`config.mk`:
```
export PLATFORM = sky130hd
export DESIGN_NAME = por_sequencer
export DESIGN_NICKNAME = d
export VERILOG_FILES = /design/src/rtl/por_pkg.sv /design/src/rtl/por_sync.sv /design/src/rtl/por_osc_detect.sv /design/src/rtl/por_fsm.sv /design/src/rtl/por_wdt_pulse.sv /design/src/rtl/por_sequencer.sv
export SDC_FILE = /design/constraint.sdc
export NUM_CORES = 1
export LEC_CHECK = 0
export BUFFER_PORTS_ARGS = -buffer_cell sky130_fd_sc_hd__buf_2
export CAP_MARGIN = 20
export CORE_ASPECT_RATIO = 1.75
export CORE_MARGIN = 4
export CORE_UTILIZATION = 59
export CTS_BUF_LIST = sky130_fd_sc_hd__clkbuf_16
export DETAILED_ROUTE_END_ITERATION = 16
export PLACE_DENSITY = 0.83
export REMOVE_ABC_BUFFERS = 1
export SLEW_MARGIN = 10
export SYNTH_ARGS = -nofsm -noshare
export SYNTH_HDL_FRONTEND = slang
export SYNTH_SLANG_ARGS = --single-unit
```
`constraint.sdc`:
```
create_clock -name clk_i -period 2.2 [get_ports clk_i]
set_input_delay 0 -clock clk_i [delete_from_list [all_inputs] [get_ports clk_i]]
set_output_delay 0 -clock clk_i [all_outputs]
set_load 0.03 [all_outputs]
```
`src/rtl/por_pkg.sv`:
```
package por_pkg;

  typedef enum logic [1:0] {
    PH_WAIT_SUP = 2'd0,
    PH_WAIT_OSC = 2'd1,
    PH_COUNT    = 2'd2,
    PH_RUN      = 2'd3
  } phase_e;

endpackage

```
`src/rtl/por_sync.sv`:
```
module por_sync #(
  parameter int STAGES = 2
) (
  input  logic clk_i,
  input  logic rst_ni,
  input  logic d_i,
  output logic q_o
);

  logic [STAGES-1:0] sreg_q;

  always_ff @(posedge clk_i or negedge rst_ni) begin
    if (!rst_ni) sreg_q <= '0;
    else         sreg_q <= {sreg_q[STAGES-2:0], d_i};
  end

  assign q_o = sreg_q[STAGES-1];

endmodule

```
`src/rtl/por_osc_detect.sv`:
```
module por_osc_detect #(
  parameter int SYNC_STAGES = 2
) (
  input  logic clk_i,
  input  logic rst_ni,
  input  logic en_i,
  input  logic osc_i,
  output logic seen_o
);

  logic osc_s, osc_prev_q;
  logic seen_rise_q, seen_fall_q;

  por_sync #(.STAGES(SYNC_STAGES)) u_sync (
    .clk_i (clk_i),
    .rst_ni(rst_ni),
    .d_i   (osc_i),
    .q_o   (osc_s)
  );

  always_ff @(posedge clk_i or negedge rst_ni) begin
    if (!rst_ni) osc_prev_q <= 1'b0;
    else         osc_prev_q <= osc_s;
  end

  // flags collect only while enabled; cleared otherwise
  always_ff @(posedge clk_i or negedge rst_ni) begin
    if (!rst_ni) begin
      seen_rise_q <= 1'b0;
      seen_fall_q <= 1'b0;
    end else if (!en_i) begin
      seen_rise_q <= 1'b0;
      seen_fall_q <= 1'b0;
    end else begin
      if (osc_s && !osc_prev_q) seen_rise_q <= 1'b1;
      if (!osc_s && osc_prev_q) seen_fall_q <= 1'b1;
    end
  end

  assign seen_o = seen_rise_q && seen_fall_q;

  p_rise_sticky_r5: assert property (@(posedge clk_i) disable iff (!rst_ni)
    (seen_rise_q && en_i) |=> seen_rise_q);
  p_fall_sticky_r5: assert property (@(posedge clk_i) disable iff (!rst_ni)
    (seen_fall_q && en_i) |=> seen_fall_q);

endmodule

```
`src/rtl/por_fsm.sv`:
```
module por_fsm
  import por_pkg::*;
#(
  parameter int STAB_CYCLES = 1024,
  localparam int CNT_W = (STAB_CYCLES > 1) ? $clog2(STAB_CYCLES) : 1
) (
  input  logic   clk_i,
  input  logic   rst_ni,
  input  logic   sup_ok_i,
  input  logic   osc_seen_i,
  output phase_e phase_o
);

  localparam logic [CNT_W-1:0] CNT_LAST = CNT_W'(STAB_CYCLES - 1);

  phase_e            phase_q, phase_d;
  logic [CNT_W-1:0]  cnt_q, cnt_d;

  always_comb begin
    phase_d = phase_q;
    cnt_d   = cnt_q;
    unique case (phase_q)
      PH_WAIT_SUP: if (sup_ok_i) phase_d = PH_WAIT_OSC;
      PH_WAIT_OSC: if (osc_seen_i) begin
        phase_d = PH_COUNT;
        cnt_d   = '0;
      end
      PH_COUNT: begin
        if (cnt_q == CNT_LAST) phase_d = PH_RUN;
        else                   cnt_d   = cnt_q + 1'b1;
      end
      PH_RUN: phase_d = PH_RUN;
      default: phase_d = PH_WAIT_SUP;
    endcase
  end

  // assertion asynchronous, release synchronous
  always_ff @(posedge clk_i or negedge rst_ni) begin
    if (!rst_ni) begin
      phase_q <= PH_WAIT_SUP;
      cnt_q   <= '0;
    end else begin
      phase_q <= phase_d;
      cnt_q   <= cnt_d;
    end
  end

  assign phase_o = phase_q;

  p_count_entry_r5: assert property (@(posedge clk_i) disable iff (!rst_ni)
    (phase_q == PH_WAIT_OSC && !osc_seen_i) |=> phase_q == PH_WAIT_OSC);
  p_release_len_r6: assert property (@(posedge clk_i) disable iff (!rst_ni)
    (phase_q == PH_RUN && $past(phase_q) == PH_COUNT) |-> $past(cnt_q) == CNT_LAST);
  p_no_skip_r2: assert property (@(posedge clk_i) disable iff (!rst_ni)
    (phase_q == PH_WAIT_SUP) |=> (phase_q == PH_WAIT_SUP || phase_q == PH_WAIT_OSC));

endmodule

```
`src/rtl/por_wdt_pulse.sv`:
```
module por_wdt_pulse #(
  parameter int PULSE_CYCLES = 96,
  localparam int PW = $clog2(PULSE_CYCLES + 1)
) (
  input  logic clk_i,
  input  logic rst_ni,
  input  logic trig_i,
  output logic pulse_o
);

  localparam logic [PW-1:0] P_LAST = PW'(PULSE_CYCLES - 1);

  logic          trig_q;
  logic          act_q;
  logic [PW-1:0] left_q;
  logic          start;

  assign start = trig_i && !trig_q && !act_q;

  always_ff @(posedge clk_i or negedge rst_ni) begin
    if (!rst_ni) begin
      trig_q <= 1'b0;
      act_q  <= 1'b0;
      left_q <= '0;
    end else begin
      trig_q <= trig_i;
      if (start) begin
        act_q  <= 1'b1;
        left_q <= P_LAST;
      end else if (act_q) begin
        if (left_q == '0) act_q  <= 1'b0;
        else              left_q <= left_q - 1'b1;
      end
    end
  end

  assign pulse_o = act_q;

  // checker: length of the high run
  logic [PW:0] hi_len_q;
  always_ff @(posedge clk_i or negedge rst_ni) begin
    if (!rst_ni)      hi_len_q <= '0;
    else if (act_q)   hi_len_q <= hi_len_q + 1'b1;
    else              hi_len_q <= '0;
  end

  p_pulse_len_r8: assert property (@(posedge clk_i) disable iff (!rst_ni)
    $fell(act_q) |-> hi_len_q == (PW+1)'(PULSE_CYCLES));
  p_pulse_cause_r8: assert property (@(posedge clk_i) disable iff (!rst_ni)
    $rose(act_q) |-> ($past(trig_i) && !$past(trig_q)));
  p_no_extend_r9: assert property (@(posedge clk_i) disable iff (!rst_ni)
    (act_q && left_q != '0) |=> (act_q && left_q == $past(left_q) - 1'b1));

endmodule

```
`src/rtl/por_sequencer.sv`:
```
module por_sequencer
  import por_pkg::*;
#(
  parameter int STAB_CYCLES  = 1024,
  parameter int PULSE_CYCLES = 96,
  parameter int SYNC_STAGES  = 2
) (
  input  logic       clk_i,
  input  logic       rst_ni,
  input  logic       supply_ok_i,
  input  logic       osc_i,
  input  logic       wdt_trig_i,
  output logic       core_rst_o,
  output logic       ext_rst_o,
  output logic [1:0] phase_o
);

  logic   sup_rst_n;
  logic   sup_ok_s;
  logic   osc_seen;
  phase_e phase;

  // supply loss acts as an asynchronous clear on the whole sequence
  assign sup_rst_n = rst_ni & supply_ok_i;

  por_sync #(.STAGES(SYNC_STAGES)) u_sup_sync (
    .clk_i (clk_i),
    .rst_ni(sup_rst_n),
    .d_i   (1'b1),
    .q_o   (sup_ok_s)
  );

  por_osc_detect #(.SYNC_STAGES(SYNC_STAGES)) u_osc (
    .clk_i (clk_i),
    .rst_ni(sup_rst_n),
    .en_i  (phase == PH_WAIT_OSC),
    .osc_i (osc_i),
    .seen_o(osc_seen)
  );

  por_fsm #(.STAB_CYCLES(STAB_CYCLES)) u_fsm (
    .clk_i     (clk_i),
    .rst_ni    (sup_rst_n),
    .sup_ok_i  (sup_ok_s),
    .osc_seen_i(osc_seen),
    .phase_o   (phase)
  );

  por_wdt_pulse #(.PULSE_CYCLES(PULSE_CYCLES)) u_wdt (
    .clk_i  (clk_i),
    .rst_ni (rst_ni),
    .trig_i (wdt_trig_i),
    .pulse_o(ext_rst_o)
  );

  assign phase_o    = phase;
  assign core_rst_o = (phase != PH_RUN);

  p_supply_loss_r7: assert property (@(posedge clk_i) disable iff (!rst_ni)
    !supply_ok_i |-> (core_rst_o && phase_o == 2'd0));
  p_no_sup_hold_r3: assert property (@(posedge clk_i) disable iff (!rst_ni)
    (!supply_ok_i && !$past(supply_ok_i)) |-> phase_o == 2'd0);

endmodule

```
==> metrics.cfg <==
[run_status]
outcome = finished, final reports clean

[place]
port_buffers = 8
routabilityCongestion = 0.938
place_inst = 172
hpwl_um = 2120

[global_routing]
grt_pass1_vias = 1126
grt_remaining_overflow = 0
grt_max_degree = 20
antenna_found_initial = 0
grt_pass1_wl_um = 5000
grtUsageTotal_pct = 20.6

[power_and_ir_drop]
irDropWorstVdd_mv = 0.603
power.density_mw_per_mm2 = 684
p_leak_nw = 0.715

[synth]
ys.flop_type = dfrtp_1
synthesis.area_mm2 = 0.00144
yosys_warnings = 0
avgSynthCellArea_um2 = 10.2
synth_xor_area_share_pct = 0.610
netlist_instances = 141
yosys.area_share.simple_pct = 18.5
seq_area_frac_synth_pct = 48.8
synth_top_family_by_area = simple AND/OR/NAND/NOR gates
synth_edf_count = 0
synthAdderAreaFrac_pct = 6.97
async_flop_share_pct = 100
yosysUniqueCellTypes = 40
synthMuxAreaShare_pct = 3.57
synth_compound_area_share_pct = 17.3
synth_seq_cells = 28

[layout]
final_common_cell = dfrtp_1
area_delta_synth_final_pct = 14.5
stdcell_count = 180
final_cell_mix = 28 x dfrtp_1, 12 x nand2_1, 11 x inv_1, 9 x o31ai_1
n_fill_cell = 165
nets = 169
insertedDiodeCount = 0
drive_gt1_share_pct = 14.8

[sta]
clock_skew_ps = 9.89
tightest_slew_ps = 843
hold_viol = 0
fmax_mhz = 535
hold_slack_ps = 109
rsz0062_at_grt = false
relSlewSlack_pct = 43.8
min_period_over_period_pct = 85.0
tns_ps = 0
slew_violations = 0
finalCriticalPeriod_ps = 1870
setup_violations = 0

[die]
io_pins = 9
core.rowCount = 23
die_h_um = 73.3
fp.dieW_um = 45.3
core_mm2 = 0.00230
die-area_mm2 = 0.00332
start_util_pct = 62.4

[min_path]
worstHoldPathType = in2async

[worst_setup_path]
rrSetupSlack_ps = 330
slowest_stage = or4_4
arrival_ps = 1990
critPathLaunchType = flop
cpPeakStageDelay_ps = 550
path_cells = ha_1 > nand3_2 > or4_4 > nand3_1 > o21ai_0
cp_max_fo = 5
worst_ep_required_time_ps = 2320
crit_path_end_kind = flop
r2r_cells = 5
cp_top_family = simple AND/OR/NAND/NOR gates
cp.depth = 5
crit_type = reg2reg
path_buf_inv = 0

[clock_tree]
insertion_delay_ps = 270
cts_sinks = 28
numCtsBuffers = 3
cts_root_buffer = clkbuf_16
cts_tree = built
cts_max_level = 1
ctsLongestPathBuffers = 2
path_clk_slew_ps = 70

[route]
drt_iter0_drc = 35
ant_nets = 0
vias = 1121
drt_wl_total_um = 3010
drtPass1Iterations = 6
wire_per_inst_um = 16.7
drc = 0
avgViaCountPerCell = 6.23

[flow_run]
cap_violations = 0

area by class of cell:
class                           count  area (um^2)  area share, %
Clock inverter                      1         30.0           1.83
Tap cell                           25         31.3           1.90
Clock buffer                        3         75.1           4.57
Sequential cell                    28          701           42.6
Timing Repair Buffer               13         87.6           5.33
Multi-Input combinational cell     99          678           41.2
Inverter                           11         41.3           2.51
synthesized netlist by cell type, types with 2 or more instances:
| cell | n | area share [%] |
|---|---|---|
| dfrtp_1 | 28 | 49 |
| nand2_1 | 12 | 3.1 |
| inv_1 | 11 | 2.9 |
| o31ai_1 | 9 | 4.7 |
| ha_1 | 8 | 7.0 |
| nand3_1 | 8 | 2.8 |
| nor2_1 | 8 | 2.1 |
| o21ai_0 | 7 | 2.4 |
| a31oi_1 | 4 | 1.7 |
| mux2i_1 | 4 | 2.8 |
| nand4_1 | 3 | 1.3 |
| nor2b_1 | 3 | 1.3 |
| a21oi_1 | 2 | 0.70 |
| and2_1 | 2 | 0.87 |
| and3_2 | 2 | 1.0 |
| nand2b_1 | 2 | 0.87 |
| nor3_1 | 2 | 0.70 |
| nor4_1 | 2 | 0.87 |
| o21a_1 | 2 | 1.0 |
| or4_4 | 2 | 1.6 |
routing by layer:
metal | global-route usage [%] | vias up | part of all wire, %
li1 | - | 538 | -
met1 | 22.2 | 549 | 38
met2 | 38.2 | 26 | 58
met3 | 2.21 | 8 | 1.9
met4 | 9.45 | 0 | 2.8
met5 | 0 | - | 0
flip-flops by register name (all words and copies together) (netlist names):
| signal | count |
|---|---|
| u_fsm.cnt_q | 10 |
| u_fsm.phase_o | 2 |
| u_osc.osc_prev_q | 1 |
| u_osc.seen_fall_q | 1 |
| u_osc.seen_rise_q | 1 |
| u_osc.u_sync.sreg_q | 2 |
| u_sup_sync.sreg_q | 2 |
| u_wdt.left_q | 7 |
| u_wdt.pulse_o | 1 |
| u_wdt.trig_q | 1 |
repair_timing:
| item | in CTS | in global routing |
|---|---|---|
| endpoints found under the hold margin | 30 | 0 |
| setup buffers | 0 | 0 |
| resized for setup | 0 | 0 |
| hold buffers | 4 | 0 |
kinds of logic (layout without fill, tap and decap cells):
kind of cell,after synthesis,after routing
flops,28,28
simple gates,49,49
compound gates,35,35
buf+inv,14,28
fa+ha+maj,8,8
other cells,1,1
xor+xnor,1,1
mux,5,5
per-stage QoR:
stage               total power, mW  area [um^2]  utilization [%]  worst slack [ps]
CTS                            1.13         1640             71.4               339
finish                         1.12         1640             71.4               331
detailed placement            0.583         1500             65.1               377
global placement              0.578         1500             65.1               469
floorplan                     0.568         1420                -               441
global route                   1.15         1640             71.4               208
final timing paths:
path                                 startpoint                   end
min                                      rst_ni          u_wdt.trig_q
max                              u_fsm.cnt_q[0]        u_fsm.cnt_q[0]
min in group clk_i         u_sup_sync.sreg_q[0]  u_sup_sync.sreg_q[1]
max reg2reg                      u_fsm.cnt_q[0]        u_fsm.cnt_q[0]
min reg2reg                u_sup_sync.sreg_q[0]  u_sup_sync.sreg_q[1]
max in group asynchronous                rst_ni        u_fsm.cnt_q[3]
where the power goes:
part / switching [mW] / internal (mW) / leakage [nW]
logic: 0.0257 / 0.0178 / 0.319
registers: 0.0134 / 0.529 / 0.345
clock network: 0.176 / 0.363 / 0.0511
No activity file was read; power rests on OpenSTA's default activity.
